===== config.mk =====
export PLATFORM = sky130hd
export DESIGN_NAME = flow_ctl_unit
export DESIGN_NICKNAME = d
export VERILOG_FILES = /design/src/rtl/flow_ctl_pkg.sv /design/src/rtl/fc_cond_eval.sv /design/src/rtl/fc_target.sv /design/src/rtl/fc_stack_seq.sv /design/src/rtl/flow_ctl_unit.sv
export SDC_FILE = /design/constraint.sdc
export NUM_CORES = 1
export LEC_CHECK = 0
export BUFFER_PORTS_ARGS = -buffer_cell sky130_fd_sc_hd__buf_2
export CAP_MARGIN = 20
export CORE_MARGIN = 3
export CORE_UTILIZATION = 45
export CTS_CLUSTER_DIAMETER = 200
export CTS_CLUSTER_SIZE = 30
export DETAILED_ROUTE_END_ITERATION = 7
export PLACE_DENSITY_LB_ADDON = 0.3
export SLEW_MARGIN = 20
export SYNTH_ARGS = -nofsm -noshare
export SYNTH_HDL_FRONTEND = slang
export SYNTH_SLANG_ARGS = --single-unit

===== constraint.sdc =====
create_clock -name clk_i -period 2.37 [get_ports clk_i]
set_clock_uncertainty 0.1 [all_clocks]
set_input_delay 0.237 -clock clk_i [delete_from_list [all_inputs] [get_ports clk_i]]
set_output_delay 0.237 -clock clk_i [all_outputs]
set_load 0.05 [all_outputs]

===== src/rtl/flow_ctl_pkg.sv =====
package flow_ctl_pkg;
  typedef enum logic [2:0] {
    OP_JP   = 3'd0,
    OP_JR   = 3'd1,
    OP_LOOP = 3'd2,
    OP_CALL = 3'd3,
    OP_RET  = 3'd4
  } fc_op_e;

  typedef enum logic [1:0] {
    SQ_IDLE,
    SQ_LO,
    SQ_HI,
    SQ_FIN
  } sq_state_e;
endpackage


===== src/rtl/fc_cond_eval.sv =====
module fc_cond_eval (
  input  logic [2:0] cc_i,
  input  logic       short_i,
  input  logic       flag_s_i,
  input  logic       flag_z_i,
  input  logic       flag_pv_i,
  input  logic       flag_c_i,
  output logic       met_o
);
  logic [2:0] sel;
  logic       flag;

  // short form: only zero/carry tests reachable
  assign sel = short_i ? {1'b0, cc_i[1:0]} : cc_i;

  always_comb begin
    unique case (sel[2:1])
      2'b00:   flag = flag_z_i;
      2'b01:   flag = flag_c_i;
      2'b10:   flag = flag_pv_i;
      default: flag = flag_s_i;
    endcase
  end

  assign met_o = sel[0] ? flag : ~flag;
endmodule


===== src/rtl/fc_target.sv =====
module fc_target #(
  parameter int DATA_W = 8,
  localparam int AW = 2 * DATA_W
) (
  input  logic [AW-1:0]     pc_i,
  input  logic [DATA_W-1:0] imm_lo_i,
  input  logic [DATA_W-1:0] imm_hi_i,
  output logic [AW-1:0]     abs_o,
  output logic [AW-1:0]     rel_o
);
  logic [AW-1:0] disp_ext;

  assign disp_ext = {{DATA_W{imm_lo_i[DATA_W-1]}}, imm_lo_i};
  assign abs_o    = {imm_hi_i, imm_lo_i};
  assign rel_o    = pc_i + disp_ext;
endmodule


===== src/rtl/fc_stack_seq.sv =====
module fc_stack_seq
  import flow_ctl_pkg::*;
#(
  parameter int DATA_W = 8,
  localparam int AW = 2 * DATA_W
) (
  input  logic              clk_i,
  input  logic              rst_ni,
  input  logic              start_i,
  input  logic              push_i,
  input  logic              pop_i,
  input  logic [AW-1:0]     base_i,
  input  logic [AW-1:0]     word_i,
  output logic              mem_req_o,
  output logic              mem_we_o,
  output logic [AW-1:0]     mem_addr_o,
  output logic [DATA_W-1:0] mem_wdata_o,
  input  logic [DATA_W-1:0] mem_rdata_i,
  output logic [AW-1:0]     word_o,
  output logic              busy_o,
  output logic              fin_o
);
  sq_state_e         state_q, state_d;
  logic [AW-1:0]     base_q, word_q;
  logic              we_q;
  logic [DATA_W-1:0] lo_q, hi_q;

  always_comb begin
    state_d = state_q;
    unique case (state_q)
      SQ_IDLE: if (start_i) state_d = (push_i || pop_i) ? SQ_LO : SQ_FIN;
      SQ_LO:   state_d = SQ_HI;
      SQ_HI:   state_d = SQ_FIN;
      default: state_d = SQ_IDLE;
    endcase
  end

  always_ff @(posedge clk_i or negedge rst_ni) begin
    if (!rst_ni) begin
      state_q <= SQ_IDLE;
      base_q  <= '0;
      word_q  <= '0;
      we_q    <= 1'b0;
      lo_q    <= '0;
      hi_q    <= '0;
    end else begin
      state_q <= state_d;
      if (state_q == SQ_IDLE && start_i) begin
        base_q <= base_i;
        word_q <= word_i;
        we_q   <= push_i;
      end
      if (state_q == SQ_LO && !we_q) lo_q <= mem_rdata_i;
      if (state_q == SQ_HI && !we_q) hi_q <= mem_rdata_i;
    end
  end

  assign mem_req_o   = (state_q == SQ_LO) || (state_q == SQ_HI);
  assign mem_we_o    = mem_req_o && we_q;
  assign mem_addr_o  = base_q + ((state_q == SQ_HI) ? AW'(1) : AW'(0));
  assign mem_wdata_o = (state_q == SQ_HI) ? word_q[AW-1:DATA_W] : word_q[DATA_W-1:0];
  assign word_o      = {hi_q, lo_q};
  assign busy_o      = state_q != SQ_IDLE;
  assign fin_o       = state_q == SQ_FIN;
endmodule


===== src/rtl/flow_ctl_unit.sv =====
module flow_ctl_unit
  import flow_ctl_pkg::*;
#(
  parameter int DATA_W = 8,
  localparam int AW = 2 * DATA_W
) (
  input  logic              clk_i,
  input  logic              rst_ni,
  input  logic              start_i,
  input  logic [2:0]        op_i,
  input  logic              cond_en_i,
  input  logic [2:0]        cc_i,
  input  logic [DATA_W-1:0] imm_lo_i,
  input  logic [DATA_W-1:0] imm_hi_i,
  input  logic              flag_s_i,
  input  logic              flag_z_i,
  input  logic              flag_pv_i,
  input  logic              flag_c_i,
  input  logic [DATA_W-1:0] b_i,
  input  logic [AW-1:0]     pc_i,
  input  logic [AW-1:0]     sp_i,
  output logic              mem_req_o,
  output logic              mem_we_o,
  output logic [AW-1:0]     mem_addr_o,
  output logic [DATA_W-1:0] mem_wdata_o,
  input  logic [DATA_W-1:0] mem_rdata_i,
  output logic              busy_o,
  output logic              done_o,
  output logic              taken_o,
  output logic [AW-1:0]     pc_o,
  output logic [AW-1:0]     sp_o,
  output logic [DATA_W-1:0] b_o
);
  fc_op_e            op;
  logic              cond_met, accept;
  logic [AW-1:0]     abs_tgt, rel_tgt, pop_word;
  logic              taken_d, push_d, pop_d;
  logic [AW-1:0]     pc_d, sp_d, stk_base;
  logic [DATA_W-1:0] b_d, b_dec;

  logic              taken_q, pop_sel_q;
  logic [AW-1:0]     pc_q, sp_q;
  logic [DATA_W-1:0] b_q;

  assign op     = fc_op_e'(op_i);
  assign b_dec  = b_i - DATA_W'(1);
  assign accept = start_i && !busy_o;

  fc_cond_eval u_cond (
    .cc_i      (cc_i),
    .short_i   (op == OP_JR),
    .flag_s_i  (flag_s_i),
    .flag_z_i  (flag_z_i),
    .flag_pv_i (flag_pv_i),
    .flag_c_i  (flag_c_i),
    .met_o     (cond_met)
  );

  fc_target #(.DATA_W(DATA_W)) u_tgt (
    .pc_i     (pc_i),
    .imm_lo_i (imm_lo_i),
    .imm_hi_i (imm_hi_i),
    .abs_o    (abs_tgt),
    .rel_o    (rel_tgt)
  );

  always_comb begin
    taken_d  = 1'b0;
    push_d   = 1'b0;
    pop_d    = 1'b0;
    pc_d     = pc_i;
    sp_d     = sp_i;
    b_d      = b_i;
    stk_base = sp_i;
    unique case (op)
      OP_JP: begin
        taken_d = !cond_en_i || cond_met;
        if (taken_d) pc_d = abs_tgt;
      end
      OP_JR: begin
        taken_d = !cond_en_i || cond_met;
        if (taken_d) pc_d = rel_tgt;
      end
      OP_LOOP: begin
        b_d     = b_dec;
        taken_d = b_dec != '0;
        if (taken_d) pc_d = rel_tgt;
      end
      OP_CALL: begin
        taken_d  = !cond_en_i || cond_met;
        push_d   = taken_d;
        stk_base = sp_i - AW'(2);
        if (taken_d) begin
          pc_d = abs_tgt;
          sp_d = stk_base;
        end
      end
      OP_RET: begin
        taken_d = !cond_en_i || cond_met;
        pop_d   = taken_d;
        if (taken_d) sp_d = sp_i + AW'(2);
      end
      default: ;
    endcase
  end

  fc_stack_seq #(.DATA_W(DATA_W)) u_seq (
    .clk_i       (clk_i),
    .rst_ni      (rst_ni),
    .start_i     (accept),
    .push_i      (push_d),
    .pop_i       (pop_d),
    .base_i      (stk_base),
    .word_i      (pc_i),
    .mem_req_o   (mem_req_o),
    .mem_we_o    (mem_we_o),
    .mem_addr_o  (mem_addr_o),
    .mem_wdata_o (mem_wdata_o),
    .mem_rdata_i (mem_rdata_i),
    .word_o      (pop_word),
    .busy_o      (busy_o),
    .fin_o       (done_o)
  );

  always_ff @(posedge clk_i or negedge rst_ni) begin
    if (!rst_ni) begin
      taken_q   <= 1'b0;
      pop_sel_q <= 1'b0;
      pc_q      <= '0;
      sp_q      <= '0;
      b_q       <= '0;
    end else if (accept) begin
      taken_q   <= taken_d;
      pop_sel_q <= pop_d;
      pc_q      <= pc_d;
      sp_q      <= sp_d;
      b_q       <= b_d;
    end
  end

  assign taken_o = taken_q;
  assign pc_o    = pop_sel_q ? pop_word : pc_q;
  assign sp_o    = sp_q;
  assign b_o     = b_q;
endmodule


==> results of run 1 <==
[cell families after synthesis]
group | after synthesis
simple gates | 265
compound gates | 169
flops | 92
buf+inv | 62
xor+xnor | 60
mux | 47
fa+ha+maj | 26
[power groups by stage]
stage	Combinational, mW	Clock, mW	Sequential (mW)
floorplan	3.69	0	3.38
global placement	5.63	0	2.84
detailed placement	5.69	0	2.87
CTS	5.86	1.51	2.86
global route	6.29	1.59	2.95
finish	5.86	1.49	2.86
[metrics by stage]
stage	cells	hold slack, ns	util	power (mW)
floorplan	721	-0.159	-	7.08
finish	1121	0.00514	0.626	10.2
global route	1121	0.0244	0.626	10.8
global placement	1103	0.0861	0.591	8.48
CTS	1121	0.0141	0.624	10.2
detailed placement	1103	0.0830	0.591	8.56
[path summary, 6_finish.rpt]
path / end / cells after the start / slack [ns]
min in group asynchronous: b_o[3]$_DFFE_PN0P_ / 2 / 0.25
max: mem_addr_o[13] / 9 / -0.10
max in group asynchronous: u_seq.word_q[4]$_DFFE_PN0P_ / 3 / 1.32
max reg2reg: pc_q[15]$_DFFE_PN0P_ / 7 / 0.35
min reg2reg: u_seq.word_q[0]$_DFFE_PN0P_ / 2 / 0.37
min: sp_o[0]$_DFFE_PN0P_ / 3 / 0.005
[area by class of cell]
cell class / count / area share
inverters: 19 / 0.00850
well taps: 176 / 0.0263
clock inverters: 5 / 0.00731
flip-flops and latches: 92 / 0.274
multi-input cells: 567 / 0.463
repair buffers: 251 / 0.192
clock buffers: 11 / 0.0289
[registers in the layout, summed over array words and instances (netlist names)]
name and cells:
pc_q 16, sp_o 16, u_seq.word_q 16, u_seq.base_q 15, b_o 8, u_seq.hi_q 8, u_seq.lo_q 8, u_seq.state_q 2
pop_sel_q 1, taken_o 1, u_seq.we_q 1
[timing repair]
action | CTS | global route
gates resized for setup | 33 | 7
setup endpoints to repair | 11 | 15
hold endpoints to repair | 26 | 0
hold buffers | 1 | 0
buffers inserted | 1 | 0
pin swaps | 3 | 2
[layout by cell type, fill, tap and decap left out, types with 4 or more instances in the layout]
cell,n
xnor2_1,34
a31oi_1,7
o21a_1,5
a22oi_1,7
nand2b_1,7
xnor2_2,7
or4_1,5
a21o_1,4
ha_1,21
a21oi_1,23
nor4_1,5
dfrtp_1,92
nand3_1,16
a221oi_1,6
a222oi_1,4
o21ai_0,66
clkbuf_16,9
buf_4,105
mux2i_1,7
nor3_1,16
nand2_1,127
or3_1,5
a211o_1,4
nor4b_1,4
o22ai_1,7
xor2_1,18
and3_1,6
inv_1,17
mux2_2,40
buf_2,134
buf_6,8
o211ai_1,6
nor2b_1,4
nor2_1,34
nand4_1,10
[layer usage]
layer,wire length (um),vias up
li1,-,3013
met4,210,0
met3,1150,14
met2,8330,207
met5,0,-
met1,8760,2934
[worst max-delay path: stages, from the launching register on]
cell and delay [ns]:
dfrtp_1 0.39, inv_2 0.08, ha_4 0.14, ha_4 0.15
and3_4 0.18, and2_4 0.14, nor2b_4 0.16, nand4_1 0.15
xnor2_2 0.20, buf_6 0.19
==> run_results.csv, run 1 <==
group,metric,value,unit
setup_path,path_class,"flop to primary output",
detailed_routing,drc_errors,0,
worst_hold_path,hp-class,"input port to flop",
power_and_ir_drop,ir_drop,0.00108,V
floorplan,die_w,124,um
global_routing,use_met2,0.377,
yosys,synth_edf_count,0,
clock_tree,cts_tree,"built",
setup_path,worstPathRequired,2.03,ns
power_and_ir_drop,p_int,5.07,mW
yosys,muxShareOfSynthArea,0.0834,
power_and_ir_drop,leakage,3.94,nW
layout,fillCellCount,1189,
sta,finalCritPeriodShare,1.04,
sta,hold_viol_final,0,
job,cap_violations,0,
yosys,yosys.area.top_type,"dfrtp_1",
sta,slew_headroom,0.701,
detailed_routing,detail_route.vias_per_cell,5.50,
layout,multi_input_area,0.00388,mm2
sta,setup_ws,-0.103,ns
clock_tree,path_clk_slew,0.07,ns
floorplan,rows,42,
power_and_ir_drop,power.net_switching,5.14,mW
sta,max_freq,404,MHz
sta,fin_tns_setup,-0.357,ns
layout,area_growth,34.4,%
worst_hold_path,hp-start,"sp_i[0]",
yosys,synth_xor_area_frac,0.0842,
yosys,ys_seq_area_frac,0.369,
setup_path,crit_fanout,3,
layout,n_antenna_cell,0,
global_routing,use_met3,0.0377,
floorplan,start_util,0.466,
power_and_ir_drop,swShare,0.504,
layout,seqCellArea,0.00230,mm2
yosys,synth.distinct_cells,62,
global_routing,grt_use_total,0.247,
sta,maxSlewViolCount,0,
clock_tree,cts_made_buffers,9,
detailed_routing,drtPass1Iterations,5,
detailed_routing,first_iter_violations,585,
global_routing,grt_pass1_wl,29400,um
clock_tree,cts_htree_levels,3,
yosys,synthesis.area,0.00624,mm2
sta,setup_violations,5,
global_routing,antenna_found_initial,0,
yosys,syn_area_per_cell,8.66,um2
clock_tree,cts.sinks,92,
yosys,synth_flop_cell,"dfrtp_1",
global_routing,grt_pass1_vias,5776,
global_routing,grt_max_degree,47,
setup_path,reg2reg_from,"u_seq.state_q[1]$_DFFE_PN0P_",
power_and_ir_drop,p_seq_frac,0.280,
yosys,synth.top_cells.by_area,"dfrtp_1 37%, nand2_1 7.8%, mux2_2 7.2%",
clock_tree,clock_latency,0.35,ns
placed_design,post-place-ws,-0.216,ns
detailed_routing,wire_per_inst,16.5,um
clock_tree,clock_path_buffers,2,
global_routing,grt-ovfl-total,0,
power_and_ir_drop,clkPwrFrac,0.146,
placed_design,io_buffers,146,
power_and_ir_drop,powerDensity,1220,mW/mm2
setup_path,cp-end-kind,"primary output",
detailed_routing,vias,6168,
yosys,synth_common_cells,"129 x nand2_1, 92 x dfrtp_1, 67 x o21ai_0",
sta,tightest_slew,0.445,ns
yosys,ys_ff_latch,92,
yosys,syn_nets,825,
sta,rsz0062_at_grt,"true",
setup_path,cp.arrival,2.14,ns
placed_design,place_area,0.00792,mm2
layout,final_area,0.00839,mm2
power_and_ir_drop,pwr-share-comb,0.574,
detailed_routing,routed_wl,18500,um
placed_design,place_hpwl,14400,um
yosys,yosys.area_share.simple,0.200,
yosys,ys_warn_count,0,
floorplan,dieArea,0.0153,mm2
yosys,synth_compound_area_frac,0.172,
yosys,synthCells,721,
global_routing,busiest_layer,"met2",
run_status,violations,"negative setup slack",
setup_path,setup.worst_path.start,"u_seq.state_q[0]$_DFFE_PN0P_",
yosys,yosysMostFrequentCell,"nand2_1",
floorplan,die_h,124,um
placed_design,routabilityCongestion,0.899,
yosys,synth_fa_ha_area_frac,0.0533,
floorplan,core,0.0134,mm2
global_routing,use_met1,0.366,
layout,layout.nets,1044,
yosys,synth_top_family_by_area,"simple AND/OR/NAND/NOR gates",
run_status,run_status,"finished, violations left",
setup_path,critPathLaunchType,"flop",
detailed_routing,ant_nets,0,
layout,drive_gt1_frac,0.364,
yosys,async_flop_share,1.00,
yosys,synth.top_cell.area_share,0.369,
sta,fin_crit,2.47,ns
floorplan,ios,147,
clock_tree,cts_root_buffer,"clkbuf_16",
(Power assumes the default switching activity.)
==> inputs of run 2 (changes only) <==
--- a/config.mk
+++ b/config.mk
@@ -12,7 +12,7 @@
 export CTS_CLUSTER_DIAMETER = 200
 export CTS_CLUSTER_SIZE = 30
 export DETAILED_ROUTE_END_ITERATION = 7
-export PLACE_DENSITY_LB_ADDON = 0.3
+export PLACE_DENSITY = 0.72
 export SLEW_MARGIN = 20
 export SYNTH_ARGS = -nofsm -noshare
 export SYNTH_HDL_FRONTEND = slang
==> run 2 against run 1 <==
Effect of this change: the run still ends with negative setup slack left; utilization is 0.23 points higher; worst hold slack worse by 0.0022 ns; worst setup slack is essentially flat; critical endpoint unchanged; largest cell class unchanged.
==> run_results.csv, run 2 (same netlist as run 1, synthesis figures left out) <==
group,metric,value,unit
global_routing,antenna_found_initial,1,
placed_design,place_hpwl,14500,um
global_routing,grt_max_degree,45,
floorplan,dieArea,0.0153,mm2
power_and_ir_drop,power.net_switching,5.21,mW
layout,layout.nets,1049,
setup_path,r2r_cells,8,
power_and_ir_drop,p_int,5.05,mW
layout,drive_gt1_frac,0.366,
power_and_ir_drop,p_seq_frac,0.279,
floorplan,ios,147,
detailed_routing,drc_errors,0,
sta,maxSlewViolCount,0,
power_and_ir_drop,ir_drop,0.00116,V
detailed_routing,drtPass1Iterations,5,
sta,setup_violations,7,
run_status,run_status,"finished, violations left",
clock_tree,cts.sinks,92,
setup_path,path_class,"flop to primary output",
power_and_ir_drop,powerDensity,1220,mW/mm2
layout,final_common_cell,"buf_2",
clock_tree,path_clk_slew,0.07,ns
sta,finalCritPeriodShare,1.04,
power_and_ir_drop,p_total,10.3,mW
detailed_routing,vias,6192,
sta,max_freq,404,MHz
job,cap_violations,0,
placed_design,place_inst,1105,
setup_path,reg2reg_from,"u_seq.state_q[1]$_DFFE_PN0P_",
setup_path,worstPathRequired,2.03,ns
global_routing,grt_use_total,0.247,
floorplan,die_w,124,um
setup_path,critPathLaunchType,"flop",
clock_tree,cts_made_buffers,9,
setup_path,reg2reg_to,"pc_q[9]$_DFFE_PN0P_",
setup_path,setup.worst_path.start,"u_seq.state_q[0]$_DFFE_PN0P_",
setup_path,r2r_slack,0.34,ns
setup_path,cp-end-kind,"primary output",
detailed_routing,first_iter_violations,512,
floorplan,core,0.0134,mm2
power_and_ir_drop,clkPwrFrac,0.150,
clock_tree,cts_tree,"built",
sta,setup_ws,-0.103,ns
run_status,violations,"negative setup slack",
floorplan,rows,42,
floorplan,die_h,124,um
detailed_routing,wire_per_inst,16.6,um
layout,final_cell_mix,"136 x buf_2, 127 x nand2_1, 109 x buf_4",
power_and_ir_drop,pwr-share-comb,0.571,
detailed_routing,routed_wl,18600,um
placed_design,place_area,0.00793,mm2
setup_path,endpoint,"mem_addr_o[13]",
clock_tree,cts_htree_levels,3,
placed_design,io_buffers,146,
floorplan,start_util,0.466,
layout,area_growth,34.9,%
sta,tightest_slew,0.526,ns
global_routing,grt_pass1_wl,29200,um
placed_design,routabilityCongestion,0.934,
power_and_ir_drop,leakage,3.96,nW
clock_tree,clock_path_buffers,2,
placed_design,post-place-ws,-0.233,ns
power_and_ir_drop,swShare,0.508,
sta,hold_viol_final,0,
worst_hold_path,hp-class,"input port to flop",
setup_path,cp.arrival,2.14,ns
layout,fin_cells,1126,
clock_tree,cts_root_buffer,"clkbuf_16",
layout,final_area,0.00842,mm2
detailed_routing,ant_nets,0,
sta,slew_headroom,0.648,
sta,rsz0062_at_grt,"true",
setup_path,crit_fanout,3,
layout,n_antenna_cell,0,
global_routing,grt_pass1_vias,5769,
global_routing,grt-ovfl-total,0,
sta,fin_crit,2.47,ns
clock_tree,clock_latency,0.36,ns
detailed_routing,detail_route.vias_per_cell,5.50,
## run 2: cell types whose count changed in the layout (fill, tap and decap cells not counted), moves of 2 or more
cell	previous run	this run
inv_8	0	2
clkinvlp_4	3	1
buf_2	134	136
inv_6	0	2
buf_4	105	109
## run 2: through the flow
stage	hold WS [ns]	setup TNS (ns)	utilization
after CTS	0.00862	-0.417	0.625
after global placement	0.0576	-2.65	0.591
after detailed placement	0.0623	-3.44	0.591
after floorplan	-0.159	-0.107	-
after global routing	0.0192	-1.37	0.628
final	0.00295	-0.388	0.628
## run 2: how the worst min path moves through the flow
stage	depth (start not counted)	from	to	slack (ns)
finish	3	sp_i[0]	sp_o[0]$_DFFE_PN0P_	0.003
global route	2	mem_rdata_i[0]	u_seq.hi_q[0]$_DFFE_PN0P_	0.02
CTS	3	sp_i[0]	sp_o[0]$_DFFE_PN0P_	0.009
global placement	1	rst_ni	b_o[0]$_DFFE_PN0P_	0.06
floorplan	0	rst_ni	b_o[0]$_DFFE_PN0P_	-0.16
detailed placement	1	rst_ni	b_o[0]$_DFFE_PN0P_	0.06
## run 2: worst max-delay path: stages, from the launching register on
cell	delay, ns
dfrtp_1	0.39
inv_2	0.08
ha_4	0.14
ha_4	0.17
and3_4	0.20
and2_4	0.14
nor2b_4	0.16
nand4_1	0.15
xnor2_2	0.17
buf_6	0.18
## run 2: metal layers
| metal | track usage | wire length, um |
|---|---|---|
| met1 | 0.354 | 8570 |
| met2 | 0.379 | 8370 |
| met3 | 0.0581 | 1440 |
| met4 | 0.0561 | 248 |
| met5 | 0 | 11 |
## run 2: layout make-up
class	instances	area, um2
fill	1234	4980
inverter	19	71.3
multi-input combinational	567	3890
tap	176	220
clock buffer	10	229
clock inverter	6	77.6
timing repair buffer	256	1630
sequential	92	2300
## run 2: timing repair
| item | in CTS | in global routing |
|---|---|---|
| pin swaps | 4 | 3 |
| resized for setup | 34 | 4 |
| cloned | 0 | 0 |
| hold buffers | 2 | 0 |
| setup endpoints to repair | 11 | 13 |
| endpoints found under the hold margin | 22 | 0 |
| buffers inserted | 1 | 2 |
## run 2: power by group through the flow
| stage | clock [mW] | combinational [mW] | sequential [mW] |
|---|---|---|---|
| global route | 1.62 | 6.31 | 2.94 |
| CTS | 1.56 | 5.87 | 2.84 |
| finish | 1.54 | 5.86 | 2.86 |
| floorplan | 0 | 3.69 | 3.38 |
| detailed placement | 0 | 5.72 | 2.86 |
| global placement | 0 | 5.66 | 2.82 |
